File: src/rtl/jtu_pkg.sv
package jtu_pkg;

    typedef enum logic [1:0] {
        OP_JREL  = 2'b00,
        OP_JLINK = 2'b01,
        OP_JIND  = 2'b10,
        OP_RSVD  = 2'b11
    } jtu_op_e;

    localparam int unsigned XLEN = 32;

    typedef struct packed {
        logic [XLEN-1:0] pc;
    } jtu_state_t;

endpackage

File: src/rtl/jtu_target_calc.sv
module jtu_target_calc
    import jtu_pkg::*;
#(
    parameter int unsigned ADDR_W = 32,
    parameter int unsigned DISP_W = 26
) (
    input  jtu_op_e           op,
    input  logic [ADDR_W-1:0] pc,
    input  logic [DISP_W-1:0] disp,
    input  logic [ADDR_W-1:0] rs_val,
    output logic [ADDR_W-1:0] target
);

    localparam int unsigned EXT_W = ADDR_W - DISP_W;

    logic [DISP_W-1:0] disp_even;
    logic [ADDR_W-1:0] disp_sext;
    logic [ADDR_W-1:0] rel_target;
    logic [ADDR_W-1:0] ind_target;

    always_comb begin
        disp_even  = {disp[DISP_W-1:1], 1'b0};
        disp_sext  = {{EXT_W{disp_even[DISP_W-1]}}, disp_even};
        rel_target = pc + disp_sext;
        ind_target = {rs_val[ADDR_W-1:1], 1'b0};
        target     = (op == OP_JIND) ? ind_target : rel_target;
    end

endmodule

File: src/rtl/jtu_link_gen.sv
module jtu_link_gen
    import jtu_pkg::*;
#(
    parameter int unsigned ADDR_W   = 32,
    parameter int unsigned IDX_W    = 5,
    parameter int unsigned LINK_REG = 31,
    parameter int unsigned STEP     = 4
) (
    input  logic              valid,
    input  jtu_op_e           op,
    input  logic [ADDR_W-1:0] pc,
    output logic              we,
    output logic [IDX_W-1:0]  idx,
    output logic [ADDR_W-1:0] data
);

    always_comb begin
        we   = valid && (op == OP_JLINK);
        idx  = IDX_W'(LINK_REG);
        data = pc + ADDR_W'(STEP);
    end

endmodule

File: src/rtl/jump_target_unit.sv
module jump_target_unit
    import jtu_pkg::*;
#(
    parameter int unsigned DISP_W   = 26,
    parameter int unsigned NUM_REGS = 32,
    parameter int unsigned STEP     = 4
) (
    input  logic                        clk,
    input  logic                        rst,
    input  logic                        valid_i,
    input  logic [1:0]                  op_i,
    input  logic [DISP_W-1:0]           disp_i,
    input  logic [XLEN-1:0]             rs_val_i,
    output logic [XLEN-1:0]             pc_o,
    output logic [XLEN-1:0]             next_pc_o,
    output logic                        taken_o,
    output logic                        link_we_o,
    output logic [$clog2(NUM_REGS)-1:0] link_idx_o,
    output logic [XLEN-1:0]             link_data_o
);

    localparam int unsigned IDX_W    = $clog2(NUM_REGS);
    localparam int unsigned LINK_REG = NUM_REGS - 1;

    jtu_op_e    op;
    jtu_state_t st_d, st_q;
    logic [XLEN-1:0] target;
    logic            legal_op;

    assign op = jtu_op_e'(op_i);

    jtu_target_calc #(
        .ADDR_W (XLEN),
        .DISP_W (DISP_W)
    ) i_target (
        .op     (op),
        .pc     (st_q.pc),
        .disp   (disp_i),
        .rs_val (rs_val_i),
        .target (target)
    );

    jtu_link_gen #(
        .ADDR_W   (XLEN),
        .IDX_W    (IDX_W),
        .LINK_REG (LINK_REG),
        .STEP     (STEP)
    ) i_link (
        .valid (valid_i),
        .op    (op),
        .pc    (st_q.pc),
        .we    (link_we_o),
        .idx   (link_idx_o),
        .data  (link_data_o)
    );

    always_comb begin
        legal_op  = (op != OP_RSVD);
        taken_o   = valid_i && legal_op;
        next_pc_o = taken_o ? target : st_q.pc;
        st_d      = st_q;
        if (rst) begin
            st_d.pc = '0;
        end else if (taken_o) begin
            st_d.pc = target;
        end
    end

    always_ff @(posedge clk) begin
        st_q <= st_d;
    end

    assign pc_o = st_q.pc;


    reset_clear_chk: assert property (@(posedge clk) rst |=> (pc_o == '0));


    pc_follow_chk: assert property (@(posedge clk) disable iff (rst)
        taken_o |=> (pc_o == $past(next_pc_o)));


    pc_hold_chk: assert property (@(posedge clk) disable iff (rst)
        !taken_o |=> $stable(pc_o));


    link_only_chk: assert property (@(posedge clk) disable iff (rst)
        link_we_o |-> (taken_o && op_i == 2'b01));


    link_value_chk: assert property (@(posedge clk) disable iff (rst)
        link_we_o |-> (link_data_o - pc_o == 32'd4 && link_idx_o == IDX_W'(LINK_REG)));


    target_even_chk: assert property (@(posedge clk) disable iff (rst)
        (taken_o && op_i == 2'b10) |-> !next_pc_o[0]);


    reserved_idle_chk: assert property (@(posedge clk) disable iff (rst)
        (op_i == 2'b11) |-> (!taken_o && !link_we_o && next_pc_o == pc_o));

endmodule

File: config.mk
export PLATFORM = sky130hd
export DESIGN_NAME = jump_target_unit
export DESIGN_NICKNAME = d
export VERILOG_FILES = /design/src/rtl/jtu_pkg.sv /design/src/rtl/jtu_target_calc.sv /design/src/rtl/jtu_link_gen.sv /design/src/rtl/jump_target_unit.sv
export SDC_FILE = /design/constraint.sdc
export NUM_CORES = 1
export LEC_CHECK = 0
export ABC_CLOCK_PERIOD_IN_PS = 3500
export BUFFER_PORTS_ARGS = -buffer_cell sky130_fd_sc_hd__buf_2
export CAP_MARGIN = 20
export CORE_UTILIZATION = 24
export CTS_CLUSTER_DIAMETER = 50
export DETAILED_ROUTE_END_ITERATION = 7
export PLACE_DENSITY_LB_ADDON = 0.25
export SYNTH_ARGS = -nofsm -noshare
export SYNTH_HDL_FRONTEND = slang
export SYNTH_SLANG_ARGS = --single-unit
File: constraint.sdc
create_clock -name clk -period 3.5 [get_ports clk]
set_input_delay 0.525 -clock clk [delete_from_list [all_inputs] [get_ports clk]]
set_output_delay 0.525 -clock clk [all_outputs]
set_load 0.01 [all_outputs]
# == Word-level counts from Yosys, hierarchy flattened ==
# Cells that the tools add are included.
# word_totals
reg_bits,32
inputBits,63
out_inout_bits,103
# classes
reduce_logical,2
eq_ne,3
n_addsub,2
mux,2
# op_table
operator,n
$mux W32,2
$add A32 B3 Y32 const B,1
$add A32 B32 Y32,1
$eq A2 B1 Y1 const B,1
$eq A2 B2 Y1 const B,1
$logic_and A1 B1 Y1,2
$ne A2 B2 Y1 const B,1

# == Logic depth before layout (Yosys ltp) ==
# Gate-level depths: netlist of the first run.
# logic_depth
ltp_word,3
depth_mapped,11

# == Hierarchy ==
# From an unflattened synthesis of the first run, not the netlist that was laid out.
# unflattened
cells_unflattened,599
hier_area_um2,4787.1
# modules_own_cells
mod,seq_area_each_um2,area_each_um2,cells_each,instances
jtu_target_calc,0.0,2140.8,328,1
jump_target_unit,640.6,1924.3,175,1
jtu_link_gen,0.0,721.9,96,1

# == Least setup slack after synthesis of the first run ==
# Ideal clock, no wire load.
# synth_timing
path_type,input port to output port
startpoint,input port disp_i[16]
endpoint,output port next_pc_o[31]
cell_stages,10
arrival_ps,2660
slack_ps,315
required_time_ps,2975
path_cell_list,ha_1 > buf_6 > and4_4 > nor2b_4 > a221o_1 > o31ai_4 > o21ai_2 > a211o_1 > o31a_1 > nand2_1
# synth_via
elab_chain_cells,3
# synth_rtl
item,line_no,source
start: declaration,jump_target_unit.sv:12,"input logic [DISP_W-1:0] disp_i,"
$add A32 B32 Y32,jtu_target_calc.sv:24,rel_target = pc + disp_sext;
$mux W32,jtu_target_calc.sv:26,target = (op == OP_JIND) ? ind_target : rel_target;
$mux W32,--,
end: declaration,jump_target_unit.sv:15,"output logic [XLEN-1:0] next_pc_o,"
# No other way between the ends.

# == Final worst setup path of the first run ==
# layout_timing
startpoint,input port disp_i[14]
endpoint,output port next_pc_o[31]
# The elaborated chain is that of the path after synthesis.

==> results.md, run 1 <==
- Layout net count: 870
- Vias in the first global route: 4,383
- Final Cell Area: around 6000 µm²
- Initial antenna violation count: 1
- Grt total ovfl: 0
- Max reg flops: 32
- Sequential Power Share: 22.3%
- Worst Path Arrival: 2900 ps
- Post-synthesis sequential area ratio: 16.31%
- Post-synth top area share: between 10% and 20%
- Drt total wl: around 15,000 µm
- Required time of the critical path: between 2000 and 3000 ps
- Clk_skew: 6.416 ps
- EDFF count, synth: 0
- Pre-Repair DR Iteration Count: 4
- Maximum vdd drop: 161.7 µV
- Final Power: 1.987 mW
- Maximum fanout along the worst path: 4
- Placed Cells incl. Taps: around 1,000
- Cells after synthesis: around 550
- Final hold vios: 0
- DR iter-0 viols: 223
- Minimum clock period: around 3400 ps
- Pin slew with the least headroom to its limit: between 600 and 700 ps
- Layout cell share with drive strength beyond 1: 41.16%
- CTS tree: done
- CP cell instances: buf_2, ha_1, a21o_1, o21bai_1, a221o_1, o31ai_4, o21ai_2, a211o_1, o31a_1, nand2_1, buf_2
- Startpoint Class: input pin
- Initial core utilization: 24.64%
- H-tree levels: 2
- TritonCTS Buffers: 5
- DRT antenna net count: 0
- Setup Viol. Count Final: 0
- Total I/O pin count: between 150 and 200
- Internal power: 1.206 mW
- Synth unique cells: 66
- DR vias: 4,704
- Clock power share: 24.3%
- Hold buffers post-CTS: 0
- DRC: 0
- Max-slew violation count: 0
- Type of the worst min-delay path: in2reg
- Sink Count: 32
- Main flop type after synthesis: dfxtp_1
- WS Path Type: in2out
- MaxCap Viol Count: 0
- Post-synthesis register bit count: 32
- CP max stage cell: a221o_1
- Sw Ratio: 39.31%
- Clock latency on the worst-skew pair: around 290 ps
- Die X: 129.9 µm
- Fin crit share: 97.90%
- RSZ-0062 raised after global routing: true
- Outcome: complete, no violations
- Wirelength per Cell: 15.23 µm
- Max Fclk: around 300 MHz
- Max incr delay on CP: about 370 ps
- Port buffer count: 158
- Most numerous cell in the Yosys netlist: nand2_1
- Ys async rst share: 0%
- Core Box Area: 15,940 µm²
- FILL cells: around 1,700
- Root Driver: clkbuf_16
- Die Ht: 129.9 µm
- GP Congestion: 0.8523
- Dominant cells by area after synthesis: dfxtp_1 16%, ha_1 9.9%, a21oi_1 6.6%
- Fin cells: 992
- Combinational power share: 53.4%
- Reg clk slew, reported paths: 60 ps
- Dominant cell type by area after synthesis: dfxtp_1
- Pin count of the biggest net entering global routing: 35
- Global-route wire length before repair: about 23,000 µm
- Post-DP HPWL: 12,000 µm
- Static Leak: 2.951 nW
- Die area: roughly 17,000 µm²
- Commonest cells in the netlist: 61 x nand2_1, 52 x a21oi_1, 41 x nor2_1, 32 x dfxtp_1, 31 x ha_1
- Power Density: 332.3 nW/µm²
- Synthesized area: 3928 µm²
- Layout area overhead: 52.25%
- Ys Warns: 0
- Mean Syn Cell Area: between 7 and 8 µm²
- Critical path's most frequent cell: buf_2
- NetSw: 0.7810 mW
- CTS Buffer Depth: 2
- GRT Resource Usage Total: 17.81%
- Area after DPL: 5468 µm²
- Crit end category: output port
- Vias per Instance: around 4.7
- Row count: 46
- Slew margin rel.: 53.39%
==> cells by family after synthesis <==
logic type,share of synthesized area (%)
buf+inv,7.199
mux,1.529
simple gates,29.02
other cells,0.09548
fa+ha+maj,10.39
compound gates,25.87
flops,16.31
xor+xnor,9.589
==> cells in the final DEF (no fill, tap or decap), drive strengths merged, types with 16 or more instances in the layout <==
cell type / n
dfxtp: 32
and2: 19
ha: 31
o21ai: 28
nand4: 16
xor2: 18
xnor2: 25
a21oi: 52
nor2: 41
inv: 18
nand2: 61
nand3: 24
buf: 252
and3: 17
==> routing by layer <==
layer  vias to the layer above  wire length [µm]  global-route usage, %
met3                        13               939                  4.264
li1                       2415                 -                      -
met1                      2149              7228                  23.72
met2                       127              6740                  28.56
met4                         0               203                  4.925
met5                         -                 0                      0
==> repair_timing <==
| item | 4_1_cts | 5_1_grt |
|---|---|---|
| pin swaps | 13 | 12 |
| gates resized for setup | 22 | 37 |
| setup buffers | 6 | 1 |
| setup endpoints to repair | 9 | 14 |
| hold endpoints to repair | 0 | 0 |
==> layout make-up <==
| class | count | area (µm²) | area share, % |
|---|---|---|---|
| Sequential cell | 32 | 649.4 | 10.86 |
| Antenna cell | 1 | 2.502 | 0.04185 |
| Inverter | 19 | 71.32 | 1.193 |
| Timing Repair Buffer | 252 | 1523 | 25.47 |
| Clock buffer | 7 | 152.6 | 2.553 |
| Tap cell | 216 | 270.3 | 4.520 |
| Multi-Input combinational cell | 465 | 3311 | 55.37 |
==> power by group through the flow <==
stage | combinational (mW) | sequential, mW | clock [mW]
CTS | 1.01 | 0.438 | 0.501
global placement | 0.982 | 0.445 | 0
finish | 1.06 | 0.443 | 0.484
floorplan | 0.546 | 0.470 | 0
global route | 1.17 | 0.448 | 0.508
detailed placement | 0.983 | 0.445 | 0
==> stage by stage <==
stage / setup TNS [ps] / setup WS [ps] / hold slack, ps / utilization [%]
after floorplan: 0 / 315.2 / 571.2 / -
after CTS: -5.683 / -5.683 / 521.7 / 36.17
after global routing: -79.70 / -60.08 / 559.0 / 37.49
after detailed placement: -419.4 / -150.5 / 574.4 / 34.30
final: 0 / 73.64 / 523.5 / 37.51
after global placement: -449.8 / -140.1 / 560.9 / 34.30
==> worst paths after layout <==
| check | to | slack [ps] | depth (start not counted) | start |
|---|---|---|---|---|
| setup / recovery | next_pc_o[31] | 70 | 11 | disp_i[14] |
| hold / removal | pc_o[15] | 520 | 3 | rs_val_i[15] |
| setup reg to reg | pc_o[21] | 820 | 13 | pc_o[1] |
| hold reg to reg | pc_o[15] | 550 | 2 | pc_o[15] |
==> critical path: cells and delay by family <==
| kind | cells | cell delay [ps] |
|---|---|---|
| AOI/OAI and AO/OA | 7 | 1730 |
| and+or+nand+nor | 1 | 80 |
| adders and majority gates | 1 | 340 |
| buffers and inverters | 2 | 230 |
No activity file was read; power rests on OpenSTA's default activity.
==> inputs of run 2 (changes only) <==
--- a/config.mk
+++ b/config.mk
@@ -5,7 +5,7 @@
 export SDC_FILE = /design/constraint.sdc
 export NUM_CORES = 1
 export LEC_CHECK = 0
-export ABC_CLOCK_PERIOD_IN_PS = 3500
+export ABC_CLOCK_PERIOD_IN_PS = 4040
 export BUFFER_PORTS_ARGS = -buffer_cell sky130_fd_sc_hd__buf_2
 export CAP_MARGIN = 20
 export CORE_UTILIZATION = 24
==> constraint.sdc (replaced) <==
create_clock -name clk -period 4.04 [get_ports clk]
set_input_delay 0.606 -clock clk [delete_from_list [all_inputs] [get_ports clk]]
set_output_delay 0.606 -clock clk [all_outputs]
set_load 0.01 [all_outputs]
==> run 2 against run 1 <==
  * Clock skew is 1.8 ps lower
  * Sequential power is 11% lower
  * Worst setup slack better by 150 ps
  * Utilization is 5.5 points lower
  * Final cell count is 7.2% lower
  * Critical endpoint unchanged
  * Highest routed layer unchanged
==> results.md, run 2 (synthesis gave the netlist of run 1 again) <==
- CP cell instances: buf_2, ha_1, buf_4, a21oi_1, o21ai_0, a221o_1, o31ai_4, o21ai_2, a211o_1, o31a_1, nand2_1, buf_2
- Sequential Power Share: 25.6%
- Max-slew violation count: 0
- NetSw: ~0.63 mW
- Crit end category: output port
- TritonCTS Buffers: 5
- DR vias: 4,455
- FILL cells: 1,782
- Die area: ~17,000 µm²
- Wirelength per Cell: 15.91 µm
- Final hold vios: 0
- Clock latency on the worst-skew pair: a little under 300 ps
- Reg clk slew, reported paths: 60 ps
- DRT antenna net count: 0
- Most frequent cells in the layout: 158 x buf_2, 61 x nand2_1, 52 x a21oi_1
- GR peak layer: met2
- Pin count of the biggest net entering global routing: 35
- Static Leak: 2.550 nW
- DRC: 0
- Outcome: complete, no violations
- Grt total ovfl: 0
- Grt met1 use: 23.45%
- Fin crit share: about 94%
- Clk_skew: 4.574 ps
- Layout area overhead: 30.07%
- Clock power share: 26.8%
- Maximum vdd drop: 133.3 µV
- Layout net count: roughly 800
- Max reg flops: 32
- RSZ-0062 raised after global routing: false
- Die X: 129.9 µm
- Initial core utilization: 24.64%
- Setup_tns: 0 ps
- Met2 Use GR: 27.90%
- Area after DPL: ~5000 µm²
- CP Buf/Inv Count: 3
- Met3 usage: 4.346%
- GRT Resource Usage Total: about 17%
- Type of the worst min-delay path: reg2reg
- Max Fclk: 262.3 MHz
- WS Path Type: in2out
- Vias in the first global route: 4,141
- Final setup margin: 228.3 ps
- Startpoint Class: input pin
- Total I/O pin count: 166
- Combinational power share: 47.7%
- Hold_ws: 578.5 ps
- Sink Count: 32
- Power Density: approximately 300 nW/µm²
- Max incr delay on CP: 440 ps
- MaxCap Viol Count: 0
- CP max stage cell: a221o_1
- Internal power: 0.9093 mW
- DR iter-0 viols: 221
- Critical path's most frequent cell: buf_2
- Vias per Instance: 4.837
- Layout cell share with drive strength beyond 1: 29.02%
- Initial antenna violation count: 2
- Slew margin rel.: 43.68%
- Delay-heaviest family, CP: compound AO/OA/AOI/OAI gates
- Drt total wl: 14,660 µm
- GP Congestion: 0.8228
- Most common cell after layout, fill and taps aside: buf_2
- Final Cell Area: 5109 µm²
- Maximum fanout along the worst path: 5
- CTS Buffer Depth: 2
- Post-DP HPWL: 11,510 µm
- Required time of the critical path: around 3400 ps
- Sw Ratio: 41.11%
- Port buffer count: 158
- CTS tree: done
- Die Ht: 129.9 µm
- Pre-CTS setup slack: roughly 130 ps
- Global-route wire length before repair: 22,490 µm
- Minimum clock period: 3812 ps
- H-tree levels: 2
- Root Driver: clkbuf_16
- Setup Viol. Count Final: 0
- Row count: 46
- Worst Path Arrival: 3210 ps
- Final Power: ~1.5 mW
- Core Box Area: 15,940 µm²
- Pin slew with the least headroom to its limit: 841.7 ps
- Pre-Repair DR Iteration Count: 4
## run 2: cell count changes in the layout (fill, tap and decap cells not counted), moves of 6 or more
cell and change:
buf_4 -70, ha_1 +10, ha_4 -10, dfxtp_2 -7, a21oi_1 +6, dfxtp_1 +7
## run 2: cell type report
type	count	area, µm²	area share (%)
diodes	2	5.005	0.09797
clock buffers	8	146.4	2.866
inverters	19	71.32	1.396
multi-input cells	465	3027	59.25
flip-flops and latches	32	640.6	12.54
well taps	216	270.3	5.290
repair buffers	179	948.4	18.56
## run 2: power by group through the flow
stage / Combinational [mW] / Clock (mW) / Sequential [mW]
2_1_floorplan: 0.473 / 0 / 0.408
3_5_place_dp: 0.735 / 0 / 0.403
6_report: 0.736 / 0.413 / 0.395
4_1_cts: 0.739 / 0.430 / 0.396
3_3_place_gp: 0.737 / 0 / 0.403
5_1_grt: 0.824 / 0.436 / 0.402
## run 2: path summary, 6_finish.rpt
| check | cells after the start | start | endpoint | slack, ps |
|---|---|---|---|---|
| worst min register to register | 2 | pc_o[27] | pc_o[27] | 580 |
| worst min-delay path | 2 | pc_o[27] | pc_o[27] | 580 |
| worst max-delay path | 12 | disp_i[8] | next_pc_o[31] | 230 |
| worst max register to register | 9 | pc_o[3] | pc_o[21] | 1100 |
## run 2: layer usage
layer,share of wire [%],up-vias
met5,0,-
met2,44,131
li1,-,2271
met1,49,2043
met4,0.91,0
met3,6.2,10
## run 2: what timing repair did
action / in CTS / in global routing
gates resized for setup: 0 / 1
buffers inserted: 0 / 0
endpoints found under the setup margin: 0 / 2
hold buffers: 0 / 0
## run 2: per-stage QoR
step	util, %	std cells
after floorplan	-	549
after global placement	31.06	911
after detailed placement	31.06	911
after CTS	31.98	919
after global routing	32.01	919
final	32.04	921
## run 2: tightest hold or removal path, cell delays in order (launching register included)
cell and delay [ps]:
dfxtp_1 360, nand2_1 100, a31oi_1 70
